===== config.mk =====
export PLATFORM = sky130hd
export DESIGN_NAME = ocr_ring
export DESIGN_NICKNAME = d
export VERILOG_FILES = /design/src/rtl/ocr_pkg.sv /design/src/rtl/ocr_grant.sv /design/src/rtl/ocr_bitmap.sv /design/src/rtl/ocr_hdr.sv /design/src/rtl/ocr_ring.sv
export SDC_FILE = /design/constraint.sdc
export NUM_CORES = 1
export LEC_CHECK = 0
export BUFFER_PORTS_ARGS = -buffer_cell sky130_fd_sc_hd__clkbuf_2
export CAP_MARGIN = 20
export CORE_MARGIN = 10
export CORE_UTILIZATION = 50
export DETAILED_ROUTE_END_ITERATION = 7
export GPL_ROUTABILITY_DRIVEN = 0
export PLACE_DENSITY = 0.74
export SETUP_SLACK_MARGIN = 0.05
export SLEW_MARGIN = 10
export SYNTH_ARGS = -nofsm -noshare
export SYNTH_HDL_FRONTEND = slang
export SYNTH_SLANG_ARGS = --single-unit

===== constraint.sdc =====
create_clock -name clk -period 6.7 [get_ports clk]
set_input_delay 1.34 -clock clk [delete_from_list [all_inputs] [get_ports clk]]
set_output_delay 1.34 -clock clk [all_outputs]
set_load 0.1 [all_outputs]

===== src/rtl/ocr_pkg.sv =====
package ocr_pkg;

    // Packet type codes carried in bits 7:0 of a slot header
    typedef enum logic [7:0] {
        PT_VENDOR  = 8'd0,
        PT_INVALID = 8'd1,
        PT_KERNEL  = 8'd2,
        PT_BAR_AND = 8'd3,
        PT_AGENT   = 8'd4,
        PT_BAR_OR  = 8'd5
    } pkt_type_e;

    localparam int TYPE_W = 8;

endpackage


===== src/rtl/ocr_grant.sv =====
// Free-count and partial-grant arithmetic (purely combinational)
module ocr_grant #(
    parameter int DEPTH = 16,
    parameter int IDX_W = 5,
    parameter int CNT_W = 5
) (
    input  logic [IDX_W-1:0] wr_idx,
    input  logic [IDX_W-1:0] rd_idx,
    input  logic             req,
    input  logic [CNT_W-1:0] req_cnt,
    output logic [CNT_W-1:0] free_cnt,
    output logic [CNT_W-1:0] grant
);
    localparam logic [CNT_W-1:0] DEPTH_C = CNT_W'(DEPTH);

    logic [IDX_W-1:0] used;

    always_comb begin
        used     = wr_idx - rd_idx;
        free_cnt = DEPTH_C - CNT_W'(used);
        if (!req) begin
            grant = '0;
        end else if (req_cnt < free_cnt) begin
            grant = req_cnt;
        end else begin
            grant = free_cnt;
        end
    end
endmodule


===== src/rtl/ocr_bitmap.sv =====
// Completion map with in-order retirement decision
module ocr_bitmap #(
    parameter int DEPTH  = 16,
    parameter int SLOT_W = 4,
    parameter int IDX_W  = 5
) (
    input  logic              clk,
    input  logic              rst_n,
    input  logic              cmpl_en,
    input  logic [SLOT_W-1:0] cmpl_slot,
    input  logic [IDX_W-1:0]  rd_idx,
    input  logic [IDX_W-1:0]  dsp_idx,
    output logic              cmpl_taken,
    output logic              retire_now
);
    typedef struct packed {
        logic [DEPTH-1:0] done;
    } map_t;

    map_t map_d, map_q;

    logic [SLOT_W-1:0] rd_slot;
    logic [SLOT_W-1:0] off;
    logic [IDX_W-1:0]  inflight;

    always_comb begin
        map_d      = map_q;
        rd_slot    = rd_idx[SLOT_W-1:0];
        off        = cmpl_slot - rd_slot;
        inflight   = dsp_idx - rd_idx;
        cmpl_taken = cmpl_en && ({1'b0, off} < inflight);
        retire_now = map_q.done[rd_slot] && (rd_idx != dsp_idx);
        if (cmpl_taken) begin
            map_d.done[cmpl_slot] = 1'b1;
        end
        if (retire_now) begin
            map_d.done[rd_slot] = 1'b0;
        end
    end

    always_ff @(posedge clk or negedge rst_n) begin
        if (!rst_n) begin
            map_q <= '0;
        end else begin
            map_q <= map_d;
        end
    end

    // an ignored strobe leaves the map untouched unless a retirement clears a bit
    a_r5_ignored_strobe: assert property (@(posedge clk) disable iff (!rst_n)
        (cmpl_en && !cmpl_taken && !retire_now) |=> $stable(map_q.done));

    // a retirement always removes the head mark
    a_r6_head_cleared: assert property (@(posedge clk) disable iff (!rst_n)
        (retire_now && !(cmpl_en && cmpl_slot == rd_slot)) |=> !map_q.done[$past(rd_slot)]);
endmodule


===== src/rtl/ocr_hdr.sv =====
// Per-slot header registers
module ocr_hdr #(
    parameter int DEPTH  = 16,
    parameter int SLOT_W = 4,
    parameter int IDX_W  = 5,
    parameter int HDR_W  = 16
) (
    input  logic              clk,
    input  logic              rst_n,
    input  logic              fill_en,
    input  logic [SLOT_W-1:0] fill_slot,
    input  logic [HDR_W-1:0]  fill_hdr,
    input  logic [IDX_W-1:0]  wr_idx,
    input  logic [IDX_W-1:0]  rd_idx,
    input  logic              free_en,
    input  logic [SLOT_W-1:0] dsp_slot,
    output logic [HDR_W-1:0]  dsp_hdr
);
    import ocr_pkg::*;

    localparam logic [HDR_W-1:0] INV_HDR = HDR_W'(PT_INVALID);

    typedef struct packed {
        logic [DEPTH-1:0][HDR_W-1:0] slots;
    } hdr_t;

    hdr_t hdr_d, hdr_q;

    logic [SLOT_W-1:0] rd_slot;
    logic [SLOT_W-1:0] off;
    logic [IDX_W-1:0]  used;
    logic              fill_ok;

    always_comb begin
        hdr_d   = hdr_q;
        rd_slot = rd_idx[SLOT_W-1:0];
        off     = fill_slot - rd_slot;
        used    = wr_idx - rd_idx;
        fill_ok = fill_en && ({1'b0, off} < used);
        if (fill_ok) begin
            hdr_d.slots[fill_slot] = fill_hdr;
        end
        if (free_en) begin
            hdr_d.slots[rd_slot] = INV_HDR;
        end
    end

    always_ff @(posedge clk or negedge rst_n) begin
        if (!rst_n) begin
            for (int i = 0; i < DEPTH; i++) begin
                hdr_q.slots[i] <= INV_HDR;
            end
        end else begin
            hdr_q <= hdr_d;
        end
    end

    assign dsp_hdr = hdr_q.slots[dsp_slot];

    // a freed slot reads invalid right after the edge
    a_r7_freed_invalid: assert property (@(posedge clk) disable iff (!rst_n)
        free_en |=> hdr_q.slots[$past(rd_slot)] == INV_HDR);

    // a write outside the allocated window changes nothing but a freed slot
    a_r9_fill_outside: assert property (@(posedge clk) disable iff (!rst_n)
        (fill_en && !fill_ok && !free_en) |=> $stable(hdr_q.slots));
endmodule


===== src/rtl/ocr_ring.sv =====
// Out-of-order completion packet ring: top level
module ocr_ring #(
    parameter int DEPTH = 16,
    parameter int HDR_W = 16,
    localparam int SLOT_W = $clog2(DEPTH),
    localparam int IDX_W  = SLOT_W + 1,
    localparam int CNT_W  = SLOT_W + 1
) (
    input  logic              clk,
    input  logic              rst_n,
    input  logic              alloc_req,
    input  logic [CNT_W-1:0]  alloc_cnt,
    output logic [CNT_W-1:0]  alloc_gnt,
    input  logic              fill_en,
    input  logic [SLOT_W-1:0] fill_slot,
    input  logic [HDR_W-1:0]  fill_hdr,
    input  logic              disp_take,
    output logic              disp_pending,
    output logic [HDR_W-1:0]  disp_hdr,
    input  logic              cmpl_en,
    input  logic [SLOT_W-1:0] cmpl_slot,
    output logic [IDX_W-1:0]  wr_idx,
    output logic [IDX_W-1:0]  dsp_idx,
    output logic [IDX_W-1:0]  rd_idx,
    output logic [CNT_W-1:0]  free_cnt,
    output logic              retire_adv
);
    localparam logic [IDX_W-1:0] ONE_I   = IDX_W'(1);
    localparam logic [CNT_W-1:0] DEPTH_C = CNT_W'(DEPTH);

    typedef struct packed {
        logic [IDX_W-1:0] wr;
        logic [IDX_W-1:0] dsp;
        logic [IDX_W-1:0] rd;
        logic             adv;
    } pos_t;

    pos_t pos_d, pos_q;

    logic [CNT_W-1:0] grant;
    logic [CNT_W-1:0] free_w;
    logic             retire_now;
    logic             cmpl_taken;

    ocr_grant #(.DEPTH(DEPTH), .IDX_W(IDX_W), .CNT_W(CNT_W)) u_grant (
        .wr_idx  (pos_q.wr),
        .rd_idx  (pos_q.rd),
        .req     (alloc_req),
        .req_cnt (alloc_cnt),
        .free_cnt(free_w),
        .grant   (grant)
    );

    ocr_bitmap #(.DEPTH(DEPTH), .SLOT_W(SLOT_W), .IDX_W(IDX_W)) u_map (
        .clk       (clk),
        .rst_n     (rst_n),
        .cmpl_en   (cmpl_en),
        .cmpl_slot (cmpl_slot),
        .rd_idx    (pos_q.rd),
        .dsp_idx   (pos_q.dsp),
        .cmpl_taken(cmpl_taken),
        .retire_now(retire_now)
    );

    ocr_hdr #(.DEPTH(DEPTH), .SLOT_W(SLOT_W), .IDX_W(IDX_W), .HDR_W(HDR_W)) u_hdr (
        .clk      (clk),
        .rst_n    (rst_n),
        .fill_en  (fill_en),
        .fill_slot(fill_slot),
        .fill_hdr (fill_hdr),
        .wr_idx   (pos_q.wr),
        .rd_idx   (pos_q.rd),
        .free_en  (retire_now),
        .dsp_slot (pos_q.dsp[SLOT_W-1:0]),
        .dsp_hdr  (disp_hdr)
    );

    always_comb begin
        pos_d     = pos_q;
        pos_d.wr  = pos_q.wr + IDX_W'(grant);
        if (disp_take && (pos_q.dsp != pos_q.wr)) begin
            pos_d.dsp = pos_q.dsp + ONE_I;
        end
        if (retire_now) begin
            pos_d.rd = pos_q.rd + ONE_I;
        end
        pos_d.adv = retire_now;
    end

    always_ff @(posedge clk or negedge rst_n) begin
        if (!rst_n) begin
            pos_q <= '0;
        end else begin
            pos_q <= pos_d;
        end
    end

    assign wr_idx       = pos_q.wr;
    assign dsp_idx      = pos_q.dsp;
    assign rd_idx       = pos_q.rd;
    assign free_cnt     = free_w;
    assign alloc_gnt    = grant;
    assign retire_adv   = pos_q.adv;
    assign disp_pending = (pos_q.dsp != pos_q.wr);

    // grant bounded by request and free count
    a_r2_grant_bound: assert property (@(posedge clk) disable iff (!rst_n)
        alloc_req |-> (alloc_gnt <= alloc_cnt) && (alloc_gnt <= free_cnt));

    // no request, no grant
    a_r2_idle_zero: assert property (@(posedge clk) disable iff (!rst_n)
        !alloc_req |-> alloc_gnt == '0);

    // allocation position grows by the grant of the prior cycle
    a_r2_wr_advance: assert property (@(posedge clk) disable iff (!rst_n)
        1'b1 |=> wr_idx == $past(wr_idx + IDX_W'(alloc_gnt)));

    // the ring never reports more free slots than it has
    a_r3_free_bound: assert property (@(posedge clk) disable iff (!rst_n)
        free_cnt <= DEPTH_C);

    // dispatch position stays inside the allocated window
    a_r4_dsp_window: assert property (@(posedge clk) disable iff (!rst_n)
        IDX_W'(dsp_idx - rd_idx) <= IDX_W'(wr_idx - rd_idx));

    // a take with nothing pending is ignored
    a_r4_idle_take: assert property (@(posedge clk) disable iff (!rst_n)
        (disp_take && !disp_pending) |=> $stable(dsp_idx));

    // at most one slot retires per cycle
    a_r6_one_step: assert property (@(posedge clk) disable iff (!rst_n)
        1'b1 |=> IDX_W'(rd_idx - $past(rd_idx)) <= ONE_I);

    // pulse marks exactly the moves of the retirement position
    a_r8_adv_marks_move: assert property (@(posedge clk) disable iff (!rst_n)
        1'b1 |=> retire_adv == (rd_idx != $past(rd_idx)));
endmodule


==> qor.csv <==
stage,metric,value,unit
outcome,status,completed,
clock_network,cts_max_level,1,
clock_network,post_cts_resized,0,
finish,mostFrequentLayoutCells,"nor2_1 (272), dfrtp_1 (270), mux2i_1 (240), mux4_2 (85), clkbuf_2 (76)",
sta,fin_skew,0.0226,ns
detailed_routing,first_pass_iters,5,
place,io_buffer_count,77,
clock_network,clock_path_buffers,3,
synthesis,postSynthAreaPerCell,12.3,um^2
synthesis,synth_cell_types,50,
place,dpl.hpwl,25000,um
finish,nNetsFinal,1360,
place,dp_slack,1.49,ns
synthesis,synth_ff_type,dfrtp_1,
sta,worst_pin_slew,1.14,ns
floorplan,core.rowCount,63,
floorplan,core,30000,um^2
clock_network,cts_buffers,30,
floorplan,start_util,51.1,%
synthesis,syn_nets,1320,
place,dpl.cell_count,1646,
finish,final_common_cell,nor2_1,
clock_network,cts_sinks,288,
critical_path,cp_max_fo,13,
clock_network,cts_hold_buf,0,
critical_path,required,5.36,ns
detailed_routing,post_drt_via_cell_ratio,5.87,
synthesis,synth_area,15300,um^2
sta,hold_slack,0.497,ns
worst_hold_path,min_path_type,reg -> reg,
worst_hold_path,worstHoldPathCells,2,
detailed_routing,drt-total-wl,38300,um
sta,drv_slew,0,
detailed_routing,remaining_drc_errors,0,
clock_network,insertion_delay,0.56,ns
global_routing,grt_use_total,19.8,%
global_routing,grt_start_max_net_pins,188,
detailed_routing,dr.first_iter.drc_count,1007,
synthesis,yosys_warnings,0,
synthesis,synthCells,1248,
critical_path,crit_path_start_kind,register,
floorplan,floorplan.die_area,38000,um^2
synthesis,ys_ff_latch,288,
finish,diodes,0,
sta,timing.final.crit_share,85.7,%
critical_path,end_kind,primary output,
sta,layout_min_cycle_time,5.74,ns
finish,final_cells,1702,
critical_path,arrival,4.40,ns
critical_path,worstRegToRegCells,22,
detailed_routing,via_count,9999,
detailed_routing,routedWlPerCell,22.5,um
clock_network,post-cts-setup-buffers,0,
clock_network,cts_tree,done,
sta,finalSetupViolCount,0,
sta,grt_setup_unrepaired,no,
global_routing,grt_pass1_wl,61600,um
detailed_routing,ant_nets,0,
clock_network,path_clk_slew,0.06,ns
finish,area_growth,10.7,%
floorplan,io_pins,78,
clock_network,cts-root-buf,clkbuf_16,
global_routing,grt_pass1_vias,10500,
sta,slew-limit-headroom,23.8,%
global_routing,antenna_found_initial,0,
finish,drive_gt1_share,22.4,%
flow_run,maxCapViolations,0,
floorplan,die_y,195,um
floorplan,fp.dieW,195,um
synthesis,ys_seq_area_share,47.2,%
synthesis,async_flop_share,100,%
sta,hold_viol_final,0,
synthesis,synth_edf_count,0,
critical_path,worstSetupPathType,reg -> out,
sta,max_freq,0.174,GHz
sta,fin_ws,0.961,ns
global_routing,gr-total-overflow,0,
## final timing paths
check	slack [ns]	start	endpoint
worst max-delay path	0.96	rd_idx[0]$_DFFE_PN0P_	alloc_gnt[2]
worst min-delay path	0.50	u_map.map_q[11]$_DFF_PN0_	u_map.map_q[11]$_DFF_PN0_
worst max register to register	2.05	rd_idx[0]$_DFFE_PN0P_	wr_idx[4]$_DFF_PN0_
worst min register to register	0.50	u_map.map_q[11]$_DFF_PN0_	u_map.map_q[11]$_DFF_PN0_
max in group asynchronous	4.34	rst_n	u_hdr.hdr_q[92]$_DFF_PN0_
min in group asynchronous	0.81	rst_n	retire_adv$_DFF_PN0_
## synth_stat cells (2+ instances only)
| library cell | number | area [um^2] |
|---|---|---|
| buf_2 | 16 | 80.1 |
| inv_1 | 21 | 78.8 |
| or3b_1 | 3 | 26.3 |
| and2_1 | 5 | 31.3 |
| a21oi_4 | 2 | 32.5 |
| dfrtp_1 | 272 | 6810 |
| nor2_1 | 272 | 1020 |
| nor2b_1 | 3 | 18.8 |
| a21oi_1 | 25 | 125 |
| a21o_1 | 11 | 82.6 |
| nor3_1 | 17 | 85.1 |
| xor2_1 | 9 | 78.8 |
| buf_6 | 20 | 225 |
| clkbuf_1 | 43 | 161 |
| o41ai_1 | 4 | 35.0 |
| buf_8 | 10 | 150 |
| ha_1 | 32 | 400 |
| o21ai_1 | 3 | 15.0 |
| o2111ai_1 | 7 | 61.3 |
| and3_1 | 5 | 31.3 |
| nand4_1 | 3 | 18.8 |
| dfstp_2 | 16 | 420 |
| mux4_2 | 85 | 1910 |
| xnor2_1 | 22 | 193 |
| nand3_1 | 4 | 20.0 |
| buf_1 | 8 | 30.0 |
| nand2b_1 | 10 | 62.6 |
| nand2_1 | 18 | 67.6 |
| mux2i_1 | 243 | 2430 |
| o21ai_0 | 12 | 60.1 |
| o2111ai_2 | 10 | 150 |
| nor2_2 | 3 | 18.8 |
| fa_1 | 5 | 100 |
| o31ai_1 | 12 | 90.1 |
| xnor2_2 | 2 | 32.5 |
## flip-flops by register name, indices dropped and copies added, names as in the netlist
name and cells:
u_hdr.hdr_q 256, u_map.map_q 16, dsp_idx 5, rd_idx 5, wr_idx 5, retire_adv 1
## cell type report
cell class | count | area, um^2
fill | 2421 | 13000
timing repair buffer | 106 | 638
multi-input combinational | 840 | 7420
inverter | 22 | 82.6
clock inverter | 13 | 204
clock buffer | 43 | 870
sequential | 288 | 7230
tap | 390 | 488
## critical path, cell delays in order (launching register included)
cell and delay, ns:
dfrtp_1 0.70, ha_1 0.26, inv_1 0.05, fa_1 0.47, inv_1 0.07, ha_1 0.24
xor2_2 0.23, inv_1 0.06, ha_1 0.27, o21ai_1 0.06, nand2b_1 0.08, nand2_1 0.07
a211oi_1 0.21, o21a_2 0.28, mux2i_2 0.28, clkbuf_2 0.50
## layer usage
layer	global-route usage [%]	part of all wire (%)	up-vias
li1	-	-	4492
met1	27.9	45	5248
met2	32.5	49	225
met3	2.39	4.4	34
met4	3.86	1.2	0
met5	0	0	-
## through the flow
| step | util, % | setup TNS [ns] | cell area (um^2) |
|---|---|---|---|
| 2_1_floorplan | - | -0.288 | 15300 |
| 3_3_place_gp | 52.9 | 0 | 15900 |
| 3_5_place_dp | 52.9 | 0 | 15900 |
| 4_1_cts | 56.5 | 0 | 16900 |
| 5_1_grt | 56.5 | 0 | 16900 |
| 6_report | 56.5 | 0 | 16900 |
## kinds of logic after synthesis
logic type      after synthesis  synth area share (%)
compound gates               91                  4.51
xor+xnor                     34                  2.17
fa+ha+maj                    37                  3.27
buf+inv                     120                  4.80
flops                       288                  47.2
mux                         331                  28.7
simple gates                347                  9.37
Power is left out: the tool's default activity adds up to more than one toggle a clock period on the data nets, which glitch-free logic cannot reach.
